<file path="src/rtl/mapper_pkg.sv">
package mapper_pkg;

   // Software-visible port numbers. Software decodes these, so they are fixed.
   localparam logic [7:0] PORT_LIN_LEG  = 8'hC0;
   localparam logic [7:0] PORT_FLASH    = 8'hCE;
   localparam logic [7:0] PORT_LIN_EXT  = 8'hCF;
   localparam int         NUM_SEG       = 3;   // RAM window, ROM0, ROM1

   // Legacy single-byte port of 64 KiB window i (0 = RAM window).
   function automatic logic [7:0] seg_leg_port(input int i);
      return 8'(8'hC1 + i);
   endfunction

   // Low byte of the wide port of window i. The high byte follows at +1.
   function automatic logic [7:0] seg_lo_port(input int i);
      return 8'(8'hD0 + 2 * i);
   endfunction

   typedef enum logic [2:0] {
      WIN_NONE = 3'd0,
      WIN_RAM  = 3'd1,
      WIN_ROM0 = 3'd2,
      WIN_ROM1 = 3'd3,
      WIN_LIN  = 3'd4
   } win_e;

endpackage

</file>
<file path="src/rtl/bank_reg.sv">
module bank_reg #(
   parameter int         W       = 10,
   parameter logic [7:0] P_LEG   = 8'hC1,
   parameter logic [7:0] P_LO    = 8'hD0,
   parameter logic [7:0] P_HI    = 8'hD1
) (
   input  logic         clk,
   input  logic         rst_n,
   input  logic         wr,
   input  logic [7:0]   addr,
   input  logic [7:0]   wdata,
   output logic [W-1:0] q,
   output logic [7:0]   rdata
);

   localparam bit WIDE = (W > 8);

   if (W < 1 || W > 16) begin : g_bad_w
      $error("bank_reg: W must be 1..16");
   end

   logic hit_leg, hit_lo, hit_hi;
   assign hit_leg = (addr == P_LEG);
   assign hit_lo  = (addr == P_LO);
   assign hit_hi  = WIDE && (addr == P_HI);

   if (WIDE) begin : g_wide
      always_ff @(posedge clk) begin
         if (!rst_n) begin
            q <= '0;
         end else if (wr) begin
            if (hit_leg || hit_lo) q[7:0]   <= wdata;
            else if (hit_hi)       q[W-1:8] <= wdata[W-9:0];
         end
      end

      always_comb begin
         rdata = 8'h00;
         if (hit_leg || hit_lo) rdata = q[7:0];
         else if (hit_hi)       rdata = 8'(q[W-1:8]);
      end


      legacy_keeps_hi_chk: assert property (@(posedge clk) disable iff (!rst_n)
         (wr && hit_leg) |=> (q[W-1:8] == $past(q[W-1:8])));


      hi_write_loads_chk: assert property (@(posedge clk) disable iff (!rst_n)
         (wr && hit_hi) |=> (q[W-1:8] == $past(wdata[W-9:0])));


      hi_read_zero_top_chk: assert property (@(posedge clk) disable iff (!rst_n)
         hit_hi |-> ((rdata >> (W - 8)) == 8'h00));
   end else begin : g_narrow
      always_ff @(posedge clk) begin
         if (!rst_n)                        q <= '0;
         else if (wr && (hit_leg || hit_lo)) q <= wdata[W-1:0];
      end

      always_comb begin
         rdata = 8'h00;
         if (hit_leg || hit_lo) rdata = 8'(q);
      end


      narrow_read_zero_top_chk: assert property (@(posedge clk) disable iff (!rst_n)
         (hit_leg || hit_lo) |-> ((rdata >> W) == 8'h00));
   end

   logic unused_bits;
   assign unused_bits = ^wdata;

endmodule

</file>
<file path="src/rtl/win_decode.sv">
module win_decode
   import mapper_pkg::*;
#(
   parameter int CPU_AW = 20,
   parameter int WIN_AW = 16,
   parameter int LIN_W  = 6,
   parameter int BANK_W = 10,
   parameter int PA_W   = 26
) (
   input  logic                         clk,
   input  logic                         rst_n,
   input  logic                         mem_req,
   input  logic [CPU_AW-1:0]            mem_addr,
   input  logic [LIN_W-1:0]             lin_bank,
   input  logic [NUM_SEG-1:0][BANK_W-1:0] seg_bank,
   input  logic                         flash_en,
   output logic                         rom_sel,
   output logic                         ram_sel,
   output logic                         byte_mode,
   output logic [PA_W-1:0]              phys_addr
);

   localparam int SEL_W = CPU_AW - WIN_AW;

   if (SEL_W < 3) begin : g_bad_aw
      $error("win_decode: need at least 3 window select bits");
   end
   if (LIN_W + CPU_AW > PA_W || BANK_W + WIN_AW > PA_W) begin : g_bad_pa
      $error("win_decode: PA_W too narrow");
   end

   logic [SEL_W-1:0] sel;
   win_e             win;
   assign sel = mem_addr[CPU_AW-1:WIN_AW];

   always_comb begin
      if (!mem_req)                         win = WIN_NONE;
      else if (sel == SEL_W'(0))            win = WIN_NONE;
      else if (sel == SEL_W'(1))            win = WIN_RAM;
      else if (sel == SEL_W'(2))            win = WIN_ROM0;
      else if (sel == SEL_W'(3))            win = WIN_ROM1;
      else                                  win = WIN_LIN;
   end

   logic [PA_W-1:0] seg_pa [NUM_SEG];
   for (genvar i = 0; i < NUM_SEG; i++) begin : g_seg_pa
      assign seg_pa[i] = PA_W'({seg_bank[i], mem_addr[WIN_AW-1:0]});
   end

   always_comb begin
      rom_sel   = 1'b0;
      ram_sel   = 1'b0;
      byte_mode = 1'b0;
      phys_addr = '0;
      unique case (win)
         WIN_RAM: begin
            byte_mode = 1'b1;
            rom_sel   = flash_en;
            ram_sel   = !flash_en;
            phys_addr = seg_pa[0];
         end
         WIN_ROM0: begin
            rom_sel   = 1'b1;
            phys_addr = seg_pa[1];
         end
         WIN_ROM1: begin
            rom_sel   = 1'b1;
            phys_addr = seg_pa[2];
         end
         WIN_LIN: begin
            rom_sel   = 1'b1;
            phys_addr = PA_W'({lin_bank, mem_addr});
         end
         default: ;
      endcase
   end


   no_req_no_sel_chk: assert property (@(posedge clk) disable iff (!rst_n)
      !mem_req |-> (!rom_sel && !ram_sel && !byte_mode));


   ram_sel_byte_chk: assert property (@(posedge clk) disable iff (!rst_n)
      ram_sel |-> (byte_mode && !flash_en));


   flash_window_rom_chk: assert property (@(posedge clk) disable iff (!rst_n)
      (byte_mode && flash_en) |-> (rom_sel && !ram_sel));


   wide_rom_offset_chk: assert property (@(posedge clk) disable iff (!rst_n)
      (rom_sel && !byte_mode) |-> (phys_addr[WIN_AW-1:0] == mem_addr[WIN_AW-1:0]));

endmodule

</file>
<file path="src/rtl/ext_bank_mapper.sv">
module ext_bank_mapper
   import mapper_pkg::*;
#(
   parameter int CPU_AW = 20,
   parameter int WIN_AW = 16,
   parameter int LIN_W  = 6,
   parameter int BANK_W = 10,
   parameter int PA_W   = 26
) (
   input  logic            clk,
   input  logic            rst_n,
   input  logic [7:0]      io_addr,
   input  logic            io_wr,
   input  logic [7:0]      io_wdata,
   output logic [7:0]      io_rdata,
   input  logic            mem_req,
   input  logic [19:0]     mem_addr,
   output logic            rom_sel,
   output logic            ram_sel,
   output logic [25:0]     phys_addr,
   output logic            byte_mode
);

   if (CPU_AW != 20 || PA_W != 26) begin : g_bad_top
      $error("ext_bank_mapper: port widths assume CPU_AW=20, PA_W=26");
   end
   if (BANK_W <= 8) begin : g_bad_bank
      $error("ext_bank_mapper: BANK_W must exceed the legacy byte");
   end

   logic [LIN_W-1:0]              lin_bank;
   logic [NUM_SEG-1:0][BANK_W-1:0] seg_bank;
   logic [7:0]                    lin_rd;
   logic [7:0]                    seg_rd [NUM_SEG];
   logic                          flash_en;

   bank_reg #(
      .W     (LIN_W),
      .P_LEG (PORT_LIN_LEG),
      .P_LO  (PORT_LIN_EXT),
      .P_HI  (8'h00)
   ) lin_reg_i (
      .clk   (clk),
      .rst_n (rst_n),
      .wr    (io_wr),
      .addr  (io_addr),
      .wdata (io_wdata),
      .q     (lin_bank),
      .rdata (lin_rd)
   );

   for (genvar i = 0; i < NUM_SEG; i++) begin : g_seg
      bank_reg #(
         .W     (BANK_W),
         .P_LEG (seg_leg_port(i)),
         .P_LO  (seg_lo_port(i)),
         .P_HI  (8'(seg_lo_port(i) + 8'd1))
      ) seg_reg_i (
         .clk   (clk),
         .rst_n (rst_n),
         .wr    (io_wr),
         .addr  (io_addr),
         .wdata (io_wdata),
         .q     (seg_bank[i]),
         .rdata (seg_rd[i])
      );
   end

   always_ff @(posedge clk) begin
      if (!rst_n)                              flash_en <= 1'b0;
      else if (io_wr && io_addr == PORT_FLASH) flash_en <= io_wdata[0];
   end

   always_comb begin
      io_rdata = lin_rd;
      for (int i = 0; i < NUM_SEG; i++) io_rdata = io_rdata | seg_rd[i];
      if (io_addr == PORT_FLASH) io_rdata = {7'b0, flash_en};
   end

   win_decode #(
      .CPU_AW (CPU_AW),
      .WIN_AW (WIN_AW),
      .LIN_W  (LIN_W),
      .BANK_W (BANK_W),
      .PA_W   (PA_W)
   ) dec_i (
      .clk       (clk),
      .rst_n     (rst_n),
      .mem_req   (mem_req),
      .mem_addr  (mem_addr),
      .lin_bank  (lin_bank),
      .seg_bank  (seg_bank),
      .flash_en  (flash_en),
      .rom_sel   (rom_sel),
      .ram_sel   (ram_sel),
      .byte_mode (byte_mode),
      .phys_addr (phys_addr)
   );


   sel_exclusive_chk: assert property (@(posedge clk) disable iff (!rst_n)
      $onehot0({rom_sel, ram_sel}));


   flash_rd_upper_zero_chk: assert property (@(posedge clk) disable iff (!rst_n)
      (io_addr == PORT_FLASH) |-> (io_rdata[7:1] == 7'b0));


   flash_wr_loads_chk: assert property (@(posedge clk) disable iff (!rst_n)
      (io_wr && io_addr == PORT_FLASH) |=> (io_addr != PORT_FLASH || io_rdata[0] == $past(io_wdata[0])));

endmodule

</file>
<file path="config.mk">
export PLATFORM = sky130hd
export DESIGN_NAME = ext_bank_mapper
export DESIGN_NICKNAME = d
export VERILOG_FILES = /design/src/rtl/mapper_pkg.sv /design/src/rtl/bank_reg.sv /design/src/rtl/win_decode.sv /design/src/rtl/ext_bank_mapper.sv
export SDC_FILE = /design/constraint.sdc
export NUM_CORES = 1
export LEC_CHECK = 0
export BUFFER_PORTS_ARGS = -buffer_cell sky130_fd_sc_hd__clkbuf_2
export CAP_MARGIN = 20
export CELL_PAD_IN_SITES_DETAIL_PLACEMENT = 1
export CELL_PAD_IN_SITES_GLOBAL_PLACEMENT = 1
export CORE_AREA = 2 2 70 122
export DETAILED_ROUTE_END_ITERATION = 12
export DIE_AREA = 0 0 72 124
export HOLD_SLACK_MARGIN = 0.05
export PLACE_DENSITY = 0.62
export SETUP_SLACK_MARGIN = 0.5
export SLEW_MARGIN = 5
export SYNTH_ARGS = -nofsm -noshare
export SYNTH_HDL_FRONTEND = slang
export SYNTH_SLANG_ARGS = --single-unit
</file>
<file path="constraint.sdc">
create_clock -name clk -period 2.9 [get_ports clk]
set_input_delay 0.435 -clock clk [delete_from_list [all_inputs] [get_ports clk]]
set_output_delay 0.435 -clock clk [all_outputs]
set_load 0.02 [all_outputs]
</file>
==> results.md, run 1 <==
- Area of the multi-input gates: 1488 um2
- First-pass GRT wire length: 11,780 um
- Outcome: complete, no violations
- Sinks on Clock Net: 37
- Area Overhead vs Synth: 27.81%
- Post-route setup slack: 0.5506 ns
- Fraction of registers with async set/reset: 0%
- Startpoint types: input port
- Routed Antenna Nets: 0
- Peak supply drop: 214.1 uV
- Synth area leaders: dfxtp_1 (32%), mux2i_1 (16%), nor2b_1 (16%)
- Cell area after layout: 2955 um2
- Vias per inst: 5.391
- Register Area: 740.7 um2
- GRT Total Usage: 17.17%
- Pwr/cell area: 405.8 nW/um2
- Register area share after synthesis: 32.03%
- CP endpoint kind: output port
- CTS Root Buffer Type: clkbuf_16
- DIE HEIGHT: 124 um
- Synthesis Warnings: 0
- Cell taking the most area after synthesis: dfxtp_1
- Worst Path Required: 2.47 ns
- Number of diodes: 0
- Vias in the first global route: 2,337
- Placer Congestion: 0.7517
- Post-synth design cell area: 2312 um2
- Site Rows: 43
- Slew @ Worst Pin: 0.6547 ns
- Largest net degree at the start of global routing: 38
- Top cells by count, synth: nor2b_1 (59), mux2i_1 (38), dfxtp_1 (37)
- Post-synthesis compound-gate area fraction: 16.13%
- Main synth FF type: dfxtp_1
- Adder-cell share of the synthesized area: 0%
- Clock-pin transition on the worst setup and hold timing paths: 0.06 ns
- Drt wl/cell: 18.12 um
- Die ar.: 8928 um2
- Mean post-synth cell area: 8.927 um2
- RSZ-0062 raised after global routing: no
- Synth top area share: 32.03%
- Leak Pwr: 1.223 nW
- # IOs: 77
- Layout cells sized above 1: 31.02%
- Final nets: 371
- Synthesis-stage register bit count: 37
- CTS H-tree lvls: 2
- Vias: 2,275
- Initial Utilization: 29.24%
- Final setup vio count: 0
- Residual DRC: 0
- Largest family of logic cells by synthesized area: simple AND/OR/NAND/NOR gates
- DP HPWL: 5939 um
- Distinct cell type count after synthesis: 42
- Core ar.: 7909 um2
- CTS tree: yes
- Count leader, synth: nor2b_1
- Final Power: 1.199 mW
- Initial antenna violation count: 0
- Pre-antenna DRT Iters: 5
- Drt initial violations: 111
- Hold Path Class: input port to flop
- Gr ovfl total: 0
- Slew headroom: 56.23%
- Mux share of post-synthesis cell area: 16.45%
- # Max-Cap Violations: 0
- CP arrival: 1.91 ns
- Util after Layout: 37.37%
- Port bufs: 76
- Clock Latency Late Sink: 0.28 ns
- Setup CP Type: input port to output port
- Fin Clk Skew: 0 ns
- Mapped Nets: 299
- Layout fillers: 963
- Final setup TNS: 0 ns
- Fin. Hold Viols: 0
- Synth Area in XOR/XNOR: 0.3788%
- Simple-Gate Fraction of Synth Area: 30.47%
- Post-Synthesis Cells: 259
- Final worst path period share: 81.01%
- Post-Place Setup Slack: 0.5041 ns
- Number of buffers created by CTS: 5
- Fmax: 425.6 MHz
- Post-synth EDFFs: 0
- Clk buf depth: 2
- Min Clock Period, post-route: 2.349 ns
- Post-CTS setup buffers: 0
- Slew Limit Fails: 0
- DP Area: 2783 um2
- Die W: 72 um
- Worst-path fanout max: 13
- Drt total wl: 7646 um
final cells by class:
cell class	instances	area share, %
tap	90	3.810
timing repair buffer	86	15.71
clock inverter	3	0.5927
clock buffer	5	4.234
inverter	2	0.2540
multi-input combinational	199	50.34
sequential	37	25.06
where the power goes:
part	internal (mW)	switching, mW	total [mW]
combinational	0.0671	0.102	0.169
clock	0.315	0.205	0.520
sequential	0.510	0.000969	0.511
cells by family after synthesis:
logic type / Yosys count
xor+xnor: 1
flops: 37
mux: 38
simple gates: 115
buf+inv: 23
compound gates: 45
layer usage:
| layer | wire [um] | GRT usage [%] |
|---|---|---|
| met5 | 0 | 0 |
| met4 | 149 | 6.368 |
| met3 | 268 | 2.508 |
| met1 | 2870 | 18.98 |
| met2 | 4357 | 32.47 |
per-stage QoR:
stage	std cells	hold WS, ns
6_report	422	0.4539
5_1_grt	422	0.4713
4_1_cts	422	0.4527
3_5_place_dp	414	0.5161
3_3_place_gp	414	0.5020
2_1_floorplan	259	0.4860
cells in the final DEF (no fill, tap or decap), types with 2 or more instances in the layout:
cell / netlist / final
nor3b_1: 2 / 2
and3b_1: 2 / 2
mux2i_1: 38 / 38
buf_4: 0 / 10
nand2b_1: 2 / 2
o21ai_0: 6 / 6
o22ai_1: 5 / 5
inv_1: 2 / 2
nand3_1: 5 / 5
clkbuf_16: 0 / 5
a22oi_1: 12 / 12
a22o_1: 2 / 2
nor2b_1: 59 / 59
clkinv_2: 0 / 2
nand4_1: 3 / 3
clkbuf_2: 0 / 73
a211oi_4: 2 / 2
a21oi_1: 3 / 2
dfxtp_1: 37 / 37
nor3_1: 3 / 3
nand2_1: 18 / 18
nand3b_1: 4 / 4
a222oi_1: 9 / 9
nor2_1: 4 / 4
path summary, 6_finish.rpt:
check,to,start,slack (ns),cells after the start
worst max-delay path,io_rdata[5],io_addr[2],0.55,7
worst min-delay path,g_seg[0].seg_reg_i.q[7],io_wdata[7],0.45,3
worst max register to register,g_seg[0].seg_reg_i.q[1],g_seg[0].seg_reg_i.q[1],2.21,2
worst min register to register,g_seg[0].seg_reg_i.q[0],g_seg[0].seg_reg_i.q[0],0.52,2
critical path: stages:
cell	delay, ns
clkbuf_2	0.20
or4_4	0.49
a21oi_2	0.16
buf_6	0.15
a22oi_1	0.07
o22ai_1	0.21
clkbuf_4	0.21
sequential cells by signal, indices dropped and copies added (netlist names):
name / count
g_seg.seg_reg_i.q: 30
lin_reg_i.q: 6
flash_en: 1
timing repair:
item,CTS,global route
endpoints found under the setup margin,1,8
hold buffers,0,0
pin swaps,1,2
resized for setup,3,6
(Power assumes the default switching activity.)
==> run 2, diff against run 1 <==
- PLACE_DENSITY: 0.62 -> 0.65
- clock period: 2.9 -> 2 ns (I/O delays scaled with it)
==> run 2 against run 1 <==
  * The flow now finishes with violations (negative setup slack)
  * Final area increased by 41%
  * Sequential power increased by 45%
  * Worst setup slack got worse by 0.59 ns
  * Sequential cell count unchanged
  * Worst hold slack got worse by 0.13 ns
  * Core utilization increased by 15 points
  * Clock power increased by 51%
  * Non-clock buffer count increased by 45
  * Critical path depth unchanged
  * Register-to-register slack got worse by 0.96 ns
  * Critical endpoint is now io_rdata[0]
==> results.md, run 2 (synthesis results as in run 1) <==
- DP Area: 3226 um2
- Worst Path Required: 1.70 ns
- Part of the power in registers: 37.6%
- Clk buf depth: 2
- Drt wl/cell: 19.71 um
- Final setup TNS: -0.08090 ns
- CP endpoint kind: output port
- Min-Delay Endpoint: g_seg[2].seg_reg_i.q[7]
- Cell area after layout: 4155 um2
- Leak Pwr: 1.712 nW
- Startpoint types: input port
- Cell depth of the worst flop-to-flop path: 3
- Number of diodes: 0
- Slew @ Worst Pin: 0.6014 ns
- Site Rows: 43
- Pwr/cell area: 474.3 nW/um2
- Core ar.: 7909 um2
- Fin. Hold Viols: 0
- RSZ-0062 raised after global routing: yes
- Slew Limit Fails: 0
- Slew headroom: 59.54%
- Placer Congestion: 0.8784
- Sinks on Clock Net: 37
- CP arrival: 1.74 ns
- Post-route setup slack: -0.03671 ns
- Min Clock Period, post-route: 2.037 ns
- Top layer in use: met4
- CTS Hold Buffers Added: 0
- Register Area: 743.2 um2
- First-pass GRT wire length: 13,210 um
- Fin Clk Skew: 0 ns
- Vias: 2,497
- Clock-pin transition on the worst setup and hold timing paths: 0.06 ns
- Startpoint of the worst register-to-register path: g_seg[1].seg_reg_i.q[0]
- Comb power frac: 22.5%
- Worst-path fanout max: 6
- Fmax: 491.0 MHz
- CTS H-tree lvls: 2
- Die W: 72 um
- Max reg flops: 30
- CTS Root Buffer Type: clkbuf_16
- Setup CP Type: input port to output port
- Clock Latency Late Sink: 0.28 ns
- Final worst path period share: 101.8%
- Vias in the first global route: 2,549
- Outcome: finished, violations left
- Commonest non-fill, non-tap cell in the layout: nor2b_1
- Vias per inst: 5.358
- # IOs: 77
- Number of buffers created by CTS: 5
- Final nets: 416
- Residual DRC: 0
- Internal power: 1.464 mW
- Port bufs: 76
- Top reg by flops: g_seg.seg_reg_i.q
- R2R Setup Slk: 1.25 ns
- Largest registers: g_seg.seg_reg_i.q x30, lin_reg_i.q x6, flash_en x1
- Util after Layout: 52.54%
- DP HPWL: 6371 um
- CTS tree: yes
- Switching share of power: 25.72%
- Pre-antenna DRT Iters: 5
- Worst hold start: io_wdata[7]
- Failing checks: negative setup slack
- Met3 wire length: 366 um
- Post-Route M1 WL: 3355 um
- Die ar.: 8928 um2
- Largest net degree at the start of global routing: 38
- Final setup vio count: 3
- Metal2 WL: 5315 um
- # Max-Cap Violations: 0
- Drt total wl: 9185 um
- Hold Path Class: input port to flop
- Clock share of power: 39.9%
- Initial antenna violation count: 0
- Commonest non-fill, non-tap cells in the layout: nor2b_1 (45), mux2i_1 (37), dfxtp_1 (35)
- Initial Utilization: 29.24%
- DIE HEIGHT: 124 um
- Gr ovfl total: 0
- Layout cells sized above 1: 50.53%
- GRT Total Usage: 19.37%
- Switching power: 506.8 uW
- Hold path cells: 3
- R2r endpoint: g_seg[1].seg_reg_i.q[0]
- Area of the multi-input gates: 1795 um2
- Area Overhead vs Synth: 79.71%
- Post-Place Setup Slack: -0.1518 ns
- Drt initial violations: 144
- Peak supply drop: 621.7 uV
- Layout fillers: 863
- Routed Antenna Nets: 0
[run 2: area by class of cell]
cell class	count	share of cell area (%)
multi-input combinational	199	43.21
clock inverter	1	0.1807
timing repair buffer	131	32.49
inverter	2	0.1807
sequential	37	17.89
clock buffer	6	3.342
tap	90	2.710
[run 2: critical path, cell delays in order]
cell	delay, ns
buf_6	0.10
or4_4	0.56
a21oi_4	0.17
buf_12	0.14
a222oi_1	0.11
o22ai_4	0.22
buf_8	0.13
[run 2: layer usage]
| metal | GRT usage [%] | vias to the layer above |
|---|---|---|
| li1 | - | 1179 |
| met1 | 20.86 | 1222 |
| met2 | 38.48 | 84 |
| met3 | 2.023 | 12 |
| met5 | 0 | - |
| met4 | 5.896 | 0 |
[run 2: repair_timing]
item,in CTS,in global routing
gates cloned,0,1
pin swaps,26,20
setup endpoints to repair,50,52
resized for setup,98,61
setup buffers,8,10
[run 2: worst max path at each step]
stage                          start     endpoint  slack (ns)  cells after the start
after floorplan           io_addr[0]  io_rdata[2]        0.13                      5
after global placement    io_addr[0]  io_rdata[2]       -0.09                      8
after detailed placement  io_addr[0]  io_rdata[3]       -0.15                      8
after CTS                 io_addr[1]  io_rdata[0]       -0.05                      7
after global routing      io_addr[3]  io_rdata[0]       -0.09                      8
final                     io_addr[1]  io_rdata[0]       -0.04                      7
[run 2: per-stage QoR]
stage          instances  power [mW]  hold slack, ns
3_3_place_gp         440       1.063          0.5004
5_1_grt              466       2.044          0.3420
6_report             466       1.971          0.3231
3_5_place_dp         440       1.068          0.5257
2_1_floorplan        259      0.9406          0.4662
4_1_cts              455       1.931          0.3238
[run 2: power groups by stage]
stage	logic (mW)	clock network [mW]	registers (mW)
floorplan	0.185	0	0.756
global placement	0.307	0	0.756
detailed placement	0.311	0	0.756
CTS	0.386	0.804	0.740
global route	0.468	0.836	0.740
finish	0.444	0.786	0.740
==> run 3, diff against run 2 <==
- PLACE_DENSITY: 0.65 -> 0.71
- SKIP_LAST_GASP: not set -> 1
==> run 3 against run 2 <==
  * The run still ends with negative setup slack left
  * Wire length grew 23%
  * Sequential cell count did not move
  * Core utilization down 1.0 points
  * Clock power is essentially flat
  * Via count up 7.5%
  * Sequential share of layout area increased by 0.44 points
  * Count of clock-buffer cells in the layout up 1
  * Combinational power increased by 2%
  * Worst setup slack got worse by 0.046 ns
  * First-iteration DRC count grew 19%
  * Final area fell by 1.9%
  * Critical path type unchanged
  * Largest cell class unchanged
==> results.md, run 3 (synthesis results as in run 1) <==
- Outcome: finished, violations left
- Failing checks: negative setup slack
- CP endpoint kind: output port
- Worst Path Required: 1.70 ns
- Placer Congestion: 0.8043
- Slew headroom: 58.07%
- DP HPWL: 6454 um
- Commonest non-fill, non-tap cell in the layout: nor2b_1
- Core ar.: 7909 um2
- Layout cells sized above 1: 51.71%
- Clock-pin transition on the worst setup and hold timing paths: 0.05 ns
- Site Rows: 43
- Clock Latency Late Sink: 0.29 ns
- Min Clock Period, post-route: 2.082 ns
- Max reg flops: 30
- Worst-path fanout max: 16
- Fin Clk Skew: 0 ns
- Hold Path Class: input port to flop
- Port bufs: 76
- Gr ovfl total: 0
- DIE HEIGHT: 124 um
- Number of buffers created by CTS: 5
- First-pass GRT wire length: 14,480 um
- Final worst path period share: 104.1%
- Vias in the first global route: 2,700
- CTS Hold Buffers Added: 0
- RSZ-0062 raised after global routing: yes
- GRT Total Usage: 21.49%
- Residual DRC: 0
- Fmax: 480.3 MHz
- Vias: 2,684
- Die W: 72 um
- Largest registers: g_seg.seg_reg_i.q x30, lin_reg_i.q x6, flash_en x1
- Sinks on Clock Net: 37
- Setup CP Type: input port to output port
- Clk buf depth: 2
- Leak Pwr: 1.712 nW
- Post-route setup slack: -0.08221 ns
- CTS Root Buffer Type: clkbuf_16
- Final setup vio count: 6
- Routed Antenna Nets: 0
- Drt total wl: 11,300 um
- Slew Limit Fails: 0
- Pre-antenna DRT Iters: 7
- Final nets: 421
- Drt initial violations: 171
- Initial Utilization: 29.24%
- CP arrival: 1.78 ns
- Drt wl/cell: 24.00 um
- Commonest non-fill, non-tap cells in the layout: nor2b_1 (43), buf_4 (42), clkbuf_2 (39)
- Slew @ Worst Pin: 0.6289 ns
- CTS H-tree lvls: 2
- Peak supply drop: 326.3 uV
- Non-filler instance count after layout: 471
- Fin. Hold Viols: 0
- Largest net degree at the start of global routing: 38
- CTS tree: yes
- Initial antenna violation count: 0
- # Max-Cap Violations: 0
- Startpoint types: input port
- Die ar.: 8928 um2
- Vias per inst: 5.699
- Number of diodes: 0
- Hold slack: 0.3235 ns
- Area Overhead vs Synth: 76.24%
- # IOs: 77
- Pwr/cell area: 486.6 nW/um2
- Cells after DPL: 441
- Top reg by flops: g_seg.seg_reg_i.q
## run 3: cell count changes in the layout (fill, tap and decap cells not counted), sizes merged
cell,previous run,this run
buf,81,85
clkbuf,56,58
clkinvlp,1,0
## run 3: path summary, 6_finish.rpt
kind / from / endpoint / slack, ns / cells after the start
setup reg to reg: g_seg[2].seg_reg_i.q[0] / g_seg[2].seg_reg_i.q[0] / 1.18 / 2
hold reg to reg: g_seg[0].seg_reg_i.q[4] / g_seg[0].seg_reg_i.q[4] / 0.55 / 2
setup / recovery: io_addr[1] / io_rdata[2] / -0.08 / 8
hold / removal: io_wdata[6] / g_seg[2].seg_reg_i.q[6] / 0.32 / 3
## run 3: per-layer routing
metal	vias to the layer above	global-route usage, %	wire length (um)
met3	34	2.751	480
met1	1345	22.29	3915
met4	0	11.56	592
met2	120	40.86	6314
li1	1185	-	-
met5	-	0	0
## run 3: per-stage QoR
stage | instance area, um2 | util (%) | power [mW] | setup slack (ns) | TNS, ns
5_1_grt | 4075 | 51.53 | 2.044 | -0.1249 | -0.6283
3_3_place_gp | 3208 | 40.56 | 1.056 | -0.07858 | -0.2311
4_1_cts | 3904 | 49.36 | 1.926 | -0.03652 | -0.1031
2_1_floorplan | 2604 | - | 0.9406 | 0.1347 | 0
3_5_place_dp | 3208 | 40.56 | 1.062 | -0.08808 | -0.2736
6_report | 4075 | 51.53 | 1.983 | -0.08221 | -0.2614
## run 3: where the power goes
group          switching, mW  internal (mW)
logic                  0.224          0.230
registers            0.00168          0.739
clock network          0.299          0.489
## run 3: worst max-delay path, stage by stage
cell and delay (ns):
clkbuf_2 0.10, buf_6 0.16, nor2b_2 0.18, and2_0 0.17, buf_4 0.18, a22oi_1 0.32
o22ai_2 0.17, clkbuf_8 0.18
## run 3: what timing repair did
| item | 4_1_cts | 5_1_grt |
|---|---|---|
| setup endpoints to repair | 59 | 58 |
| setup buffers | 13 | 8 |
| pin swaps | 26 | 14 |
| gates resized for setup | 96 | 46 |
| cloned | 1 | 1 |
## run 3: final cells by class
type                    instances  area, um2
fillers                       872       3834
clock buffers                   7      142.6
flip-flops and latches         37      747.0
well taps                      90      112.6
multi-input cells             199       1802
inverters                       2      7.507
repair buffers                136       1264
